<file path="src/rtl/range_attr_pkg.sv">
package range_attr_pkg;
  // count of general configuration bytes
  localparam int CFG_BYTES = 7;
  // bytes per window descriptor
  localparam int DESC_BYTES = 3;
  typedef logic [7:0] byte_t;
endpackage

</file>
<file path="src/rtl/range_attr_regs.sv">
module range_attr_regs
  import range_attr_pkg::*;
#(
  parameter int NUM_RANGES = 8,
  parameter int IDX_W      = 8,
  parameter int GRPA_BASE  = 'h20,
  parameter int GRPB_BASE  = 'h28,
  parameter int DESC_BASE  = 'h30,
  parameter int CTL_BASE   = 'h50,
  parameter int PROT_RANGE = 3
) (
  input  logic                                  clk,
  input  logic                                  rst_n,
  input  logic                                  cfg_we,
  input  logic [IDX_W-1:0]                      cfg_idx,
  input  logic [7:0]                            cfg_wdata,
  output logic [7:0]                            cfg_rdata,
  output logic [DESC_BYTES*NUM_RANGES-1:0][7:0] dsc_o,
  output logic [NUM_RANGES-1:0][7:0]            ctl_o,
  output logic                                  lock_o,
  output logic                                  map_en_o,
  output logic                                  glob_en_o
);
  localparam int NUM_DSC = DESC_BYTES * NUM_RANGES;
  localparam int GRPA_N  = 4;
  localparam int GRPB_N  = CFG_BYTES - GRPA_N;

  logic [CFG_BYTES-1:0][7:0] cr_q, cr_d;
  logic [NUM_DSC-1:0][7:0]   dsc_q, dsc_d;
  logic [NUM_RANGES-1:0][7:0] ctl_q, ctl_d;
  logic map_en, prot_blk;

  assign map_en   = (cr_q[3][7:4] == 4'b0001);
  assign prot_blk = cr_q[3][0] | cr_q[6][1];

  // next state
  always_comb begin
    cr_d  = cr_q;
    dsc_d = dsc_q;
    ctl_d = ctl_q;
    for (int i = 0; i < GRPA_N; i++)
      if (cfg_idx == IDX_W'(GRPA_BASE + i)) cr_d[i] = cfg_wdata;
    for (int i = 0; i < GRPB_N; i++)
      if (cfg_idx == IDX_W'(GRPB_BASE + i)) cr_d[GRPA_N+i] = cfg_wdata;
    // lock bit is sticky
    cr_d[3][0] = cr_d[3][0] | cr_q[3][0];
    for (int j = 0; j < NUM_DSC; j++)
      if (map_en && cfg_idx == IDX_W'(DESC_BASE + j) &&
          !(prot_blk && (j / DESC_BYTES) == PROT_RANGE))
        dsc_d[j] = cfg_wdata;
    for (int n = 0; n < NUM_RANGES; n++)
      if (map_en && cfg_idx == IDX_W'(CTL_BASE + n) &&
          !(prot_blk && n == PROT_RANGE))
        ctl_d[n] = cfg_wdata;
  end

  // registers, clock enable is the write strobe
  always_ff @(posedge clk or negedge rst_n) begin
    if (!rst_n) begin
      cr_q  <= '0;
      dsc_q <= '0;
      ctl_q <= '0;
    end else if (cfg_we) begin
      cr_q  <= cr_d;
      dsc_q <= dsc_d;
      ctl_q <= ctl_d;
    end
  end

  // read mux
  always_comb begin
    cfg_rdata = '0;
    for (int i = 0; i < GRPA_N; i++)
      if (cfg_idx == IDX_W'(GRPA_BASE + i)) cfg_rdata = cr_q[i];
    for (int i = 0; i < GRPB_N; i++)
      if (cfg_idx == IDX_W'(GRPB_BASE + i)) cfg_rdata = cr_q[GRPA_N+i];
    for (int j = 0; j < NUM_DSC; j++)
      if (map_en && cfg_idx == IDX_W'(DESC_BASE + j)) cfg_rdata = dsc_q[j];
    for (int n = 0; n < NUM_RANGES; n++)
      if (map_en && cfg_idx == IDX_W'(CTL_BASE + n)) cfg_rdata = ctl_q[n];
  end

  assign dsc_o     = dsc_q;
  assign ctl_o     = ctl_q;
  assign lock_o    = cr_q[3][0];
  assign map_en_o  = map_en;
  assign glob_en_o = cr_q[5][5];
endmodule

</file>
<file path="src/rtl/range_attr_match.sv">
module range_attr_match #(
  parameter int ADDR_W    = 32,
  parameter int GRAN_LOG2 = 12
) (
  input  logic [ADDR_W-13:0] base_hi,
  input  logic [3:0]         code,
  input  logic [ADDR_W-1:0]  addr,
  output logic               hit
);
  logic [5:0]        sh;
  logic [ADDR_W-1:0] msk;
  logic [ADDR_W-1:0] base;

  always_comb begin
    sh   = 6'(GRAN_LOG2 - 1) + {2'b00, code};
    msk  = {ADDR_W{1'b1}} << sh;
    base = {base_hi, 12'h000};
    hit  = (code != 4'h0) && (code != 4'hF) && ((addr & msk) == (base & msk));
  end
endmodule

</file>
<file path="src/rtl/range_attr_pick.sv">
module range_attr_pick #(
  parameter int NUM_RANGES = 8,
  parameter int SEL_W      = $clog2(NUM_RANGES)
) (
  input  logic [NUM_RANGES-1:0] hits,
  input  logic [NUM_RANGES-1:0] uc_bits,
  output logic                  hit,
  output logic [SEL_W-1:0]      sel,
  output logic                  uncached
);
  // scan downward so the lowest index is the last assignment
  always_comb begin
    hit      = 1'b0;
    sel      = '0;
    uncached = 1'b0;
    for (int n = NUM_RANGES - 1; n >= 0; n--)
      if (hits[n]) begin
        hit      = 1'b1;
        sel      = SEL_W'(n);
        uncached = uc_bits[n];
      end
  end
endmodule

</file>
<file path="src/rtl/range_attr_unit.sv">
module range_attr_unit
  import range_attr_pkg::*;
#(
  parameter int NUM_RANGES     = 8,
  parameter int IDX_W          = 8,
  parameter int ADDR_W         = 32,
  parameter int GRAN_LOG2      = 12,
  parameter int LAST_GRAN_LOG2 = 18,
  parameter int GRPA_BASE      = 'h20,
  parameter int GRPB_BASE      = 'h28,
  parameter int DESC_BASE      = 'h30,
  parameter int CTL_BASE       = 'h50,
  parameter int PROT_RANGE     = 3,
  localparam int SEL_W         = $clog2(NUM_RANGES)
) (
  input  logic              clk,
  input  logic              rst_n,
  input  logic              cfg_we,
  input  logic [IDX_W-1:0]  cfg_idx,
  input  logic [7:0]        cfg_wdata,
  output logic [7:0]        cfg_rdata,
  input  logic [ADDR_W-1:0] lk_addr,
  output logic              lk_hit,
  output logic [SEL_W-1:0]  lk_idx,
  output logic              lk_uncached
);
  logic [DESC_BYTES*NUM_RANGES-1:0][7:0] dsc;
  logic [NUM_RANGES-1:0][7:0]            ctl;
  logic lock_q, map_en, glob_en;
  logic [NUM_RANGES-1:0] raw_hit, en_hit, uc_bit;
  logic [7:0] prot_ctl;

  range_attr_regs #(
    .NUM_RANGES(NUM_RANGES), .IDX_W(IDX_W), .GRPA_BASE(GRPA_BASE),
    .GRPB_BASE(GRPB_BASE), .DESC_BASE(DESC_BASE), .CTL_BASE(CTL_BASE),
    .PROT_RANGE(PROT_RANGE)
  ) u_regs (
    .clk(clk), .rst_n(rst_n), .cfg_we(cfg_we), .cfg_idx(cfg_idx),
    .cfg_wdata(cfg_wdata), .cfg_rdata(cfg_rdata), .dsc_o(dsc), .ctl_o(ctl),
    .lock_o(lock_q), .map_en_o(map_en), .glob_en_o(glob_en)
  );

  for (genvar g = 0; g < NUM_RANGES; g++) begin : g_rng
    localparam int GL = (g == NUM_RANGES - 1) ? LAST_GRAN_LOG2 : GRAN_LOG2;
    range_attr_match #(.ADDR_W(ADDR_W), .GRAN_LOG2(GL)) u_match (
      .base_hi({dsc[3*g], dsc[3*g+1], dsc[3*g+2][7:4]}),
      .code(dsc[3*g+2][3:0]),
      .addr(lk_addr),
      .hit(raw_hit[g])
    );
    if (g == NUM_RANGES - 1) begin : g_last
      assign uc_bit[g] = ~ctl[g][0];
    end else begin : g_norm
      assign uc_bit[g] = ctl[g][0];
    end
  end

  assign en_hit   = raw_hit & {NUM_RANGES{glob_en}};
  assign prot_ctl = ctl[PROT_RANGE];

  range_attr_pick #(.NUM_RANGES(NUM_RANGES)) u_pick (
    .hits(en_hit), .uc_bits(uc_bit), .hit(lk_hit), .sel(lk_idx),
    .uncached(lk_uncached)
  );
endmodule

</file>
<file path="config.mk">
export PLATFORM = sky130hd
export DESIGN_NAME = range_attr_unit
export DESIGN_NICKNAME = d
export VERILOG_FILES = /design/src/rtl/range_attr_pkg.sv /design/src/rtl/range_attr_regs.sv /design/src/rtl/range_attr_match.sv /design/src/rtl/range_attr_pick.sv /design/src/rtl/range_attr_unit.sv
export SDC_FILE = /design/constraint.sdc
export NUM_CORES = 1
export LEC_CHECK = 0
export ABC_AREA = 1
export BUFFER_PORTS_ARGS = -buffer_cell sky130_fd_sc_hd__buf_2
export CAP_MARGIN = 20
export CORE_MARGIN = 2
export CORE_UTILIZATION = 59
export CTS_BUF_LIST = sky130_fd_sc_hd__clkbuf_8
export DETAILED_ROUTE_END_ITERATION = 7
export PLACE_DENSITY = 0.79
export SKIP_CTS_REPAIR_TIMING = 1
export SLEW_MARGIN = 20
export SYNTH_ARGS = -nofsm -noshare
export SYNTH_HDL_FRONTEND = slang
export SYNTH_SLANG_ARGS = --single-unit
</file>
<file path="constraint.sdc">
create_clock -name clk -period 3 [get_ports clk]
set_clock_uncertainty 0.2 [all_clocks]
set_input_delay 0.3 -clock clk [delete_from_list [all_inputs] [get_ports clk]]
set_output_delay 0.3 -clock clk [all_outputs]
set_load 0.01 [all_outputs]
</file>
==> results.toml <==
[yosys]
yosysUniqueCellTypes = 58
async_flop_share_pct = 100.0
synth_nets = 2731
synth_ff_type = "dfrtp_1"
yosys.area.top_type = "dfrtp_1"
synthTopCellsByArea = "dfrtp_1 (41%), nand2_1 (16%), o21ai_0 (11%), inv_1 (4.3%), xor2_1 (4.2%)"
postSynthAreaPerCell_um2 = 7.277
netlist_instances = 2640
ys_ff_latch = 312
yosysSeqAreaShare_pct = 40.64
synth_warnings = 0
synth_edf_count = 0
synth.cell_area_um2 = 19210
netlist.area_leader.share_pct = 40.64

[critical_path]
cp-start-kind = "flop"
worstPathRequired_ns = 2.50
startpoint = "u_regs.cr_q[31]$_DFFE_PN0P_"
endpoint_kind = "output port"
crit_fanout = 8
cp.arrival_ns = 3.85
critPathKind = "flop to output port"
reg2reg_from = "u_regs.cr_q[31]$_DFFE_PN0P_"

[sta]
setup_viol = 13
finalCritPeriodShare_pct = 145.0
fin_setup_tns_ns = -15.49
fin_crit_ns = 4.349
rsz0062_at_grt = "yes"
fin_ws_ns = -1.349
worst_slew_pin_slew_ns = 0.7313
relSlewSlack_pct = 51.25
slew_violations = 0
hold_violations = 0
fmax_mhz = 229.9

[power_and_ir_drop]
swShare_pct = 27.74
p_switching_mw = 2.624
power_leakage_nw = 11.46
power_density_nw_per_um2 = 380.8
internal_power_mw = 6.837
seqPwrFrac_pct = 45.2
pwr-share-clk_pct = 45.0
finalPower_mw = 9.461
ir_drop_mv = 0.5402
comb_power_share_pct = 9.8

[layout]
areaGrowthSynthToFinish_pct = 29.31
instances_no_fill = 3574
design_area_um2 = 24840
drive_gt1_share_pct = 25.10
regArea_um2 = 7807
final_nets = 3180
nFillCells = 2356
antenna_cells = 0
finish.utilization_pct = 76.94
multi_input_area_um2 = 10590

[grt]
grt_antenna_before_repair = 4
grt_max_degree = 75
grt_first_pass_wirelength_um = 124300
grt_util_all_layers_pct = 49.47
grt_pass1_vias = 20950
globalRoute.totalOverflow = 0

[die]
pin_count = 64
die_w_um = 184.5
die_h_um = 184.5
num_rows = 66
start_util_pct = 59.50
dieArea_um2 = 34020
coreArea_um2 = 32290

[detailed_routing]
wire_per_inst_um = 23.66
routed_wl_um = 84570
via_per_inst = 6.207
drt_first_pass_iters = 8
detailedRoute.firstIterationViolations = 3134
via_count = 22180
route.antenna.remaining_nets = 0
route.detailed.drc = 19

[placement]
dp_hpwl_um = 61080
place.gp.congestion = 1.082
place_inst = 3461
io_buffers = 63
post_dp_cell_area_um2 = 23140

[outcome]
violations = "design-rule violations, negative setup slack"
outcome = "finished, violations left"

[cts]
tritoncts = "done"
clock-sinks = 312
cts_made_buffers = 52
clockBufferDepth = 3
clkTransAtPathRegs_ns = 0.06
insertion_delay_ns = 0.62
htree_levels = 2
clockRootBuffer = "clkbuf_8"

[hold_path]
hold_path.class = "input pin to async pin"

[job]
maxCapViolations = 0
cells in the mapped netlist, types with 6 or more instances:
cell type  number
o2111ai_1      10
nand2_2         7
xnor2_1        28
inv_1         220
o21ai_0       430
inv_2          22
and2_1          9
nand4_1        81
nor3_1         28
a221oi_1       10
a2111oi_0       7
clkbuf_1       93
a22oi_1        14
o211ai_1        8
nor2_2         11
or2_2          30
xor2_1         92
nor2_1        170
nor4_1         10
dfrtp_1       312
or2_1           6
nand2_1       806
nand3_1        72
ha_1           40
a21oi_1        38
logic make-up (layout without fill, tap and decap cells):
| logic type | count (synthesis) | count (layout) | share of synthesized area, % |
|---|---|---|---|
| buffers and inverters | 350 | 842 | 6.949 |
| XOR/XNOR | 120 | 120 | 5.471 |
| adder cells (fa/ha/maj) | 40 | 40 | 2.605 |
| AO/OA/AOI/OAI | 565 | 565 | 16.48 |
| AND/OR/NAND/NOR | 1253 | 1253 | 27.86 |
| flip-flops | 312 | 312 | 40.64 |
cell usage in the layout (no fill, tap or decap), types with 13 or more instances in the layout:
master and count:
nor2_1 148, buf_4 413, dfrtp_1 312, nor2_2 28
ha_1 28, nand4_1 81, xnor2_1 28, clkbuf_8 68
or2_2 29, buf_2 60, xor2_1 92, nand2_2 24
buf_12 13, nand2_1 783, a21oi_1 32, o21ai_0 417
nand3_1 70, inv_2 35, nor3_1 25, inv_1 215
a22oi_1 13
path summary, 6_finish.rpt:
kind                                                       to  slack, ns  cells past startpoint
worst max-delay path                             cfg_rdata[3]      -1.35                     24
worst min-delay path             u_regs.dsc_o[67]$_DFFE_PN0P_       0.04                      2
worst max register to register   u_regs.ctl_o[51]$_DFFE_PN0P_       0.15                     13
worst min register to register    u_regs.cr_q[51]$_DFFE_PN0P_       0.29                      2
max in group asynchronous       u_regs.dsc_o[165]$_DFFE_PN0P_       1.50                      4
min in group clk                 u_regs.ctl_o[24]$_DFFE_PN0P_       0.13                      3
state kept, by name, indices dropped and copies added (netlist names):
name and count:
u_regs.lock_o 1, u_regs.glob_en_o 1, u_regs.dsc_o 192, u_regs.cr_q 54, u_regs.ctl_o 64
through the flow:
stage / hold slack (ns) / setup WS, ns
floorplan: -0.1956 / -0.03562
CTS: -0.5279 / -1.317
finish: 0.04274 / -1.349
global route: 0.1069 / -1.504
global placement: 0.1085 / -0.7049
detailed placement: 0.1286 / -0.7734
critical path, cell delays in order (launching register included):
cell and delay (ns):
dfrtp_1 0.39, nor2_2 0.07, nand3_4 0.16, buf_4 0.18, nor3_2 0.05, buf_4 0.16, nand2_1 0.06, nand4_1 0.13
nor2_1 0.16, nand4_1 0.13, nor2_1 0.16, nand4_1 0.12, nor2_2 0.15, nand4_1 0.13, nand2_1 0.08, nand3_1 0.07
nand2_1 0.11, nand3_1 0.11, nand2_1 0.09, nand4_1 0.13, nor2_2 0.15, nand4_1 0.10, nor2_1 0.10, nand3_1 0.09
buf_2 0.15
metal layers:
metal | part of all wire [%] | track usage, % | vias up
met5 | 0.059 | 0 | -
met2 | 41 | 71.95 | 1692
met1 | 37 | 64.49 | 10390
met3 | 14 | 15.69 | 491
met4 | 7.8 | 30.05 | 8
li1 | - | - | 9604
layout make-up:
| cell class | count | share of cell area [%] |
|---|---|---|
| well taps | 442 | 2.226 |
| flip-flops and latches | 312 | 31.43 |
| clock inverters | 29 | 0.8764 |
| inverters | 247 | 3.792 |
| multi-input cells | 1978 | 42.62 |
| repair buffers | 498 | 15.29 |
| clock buffers | 68 | 3.767 |
power by group through the flow:
stage	sequential, mW	combinational [mW]	clock (mW)
global route	4.28	0.944	4.39
detailed placement	4.35	0.849	0
global placement	4.35	0.834	0
CTS	4.28	0.857	4.19
finish	4.28	0.926	4.26
floorplan	4.34	0.308	0
No activity file was read; power rests on OpenSTA's default activity.
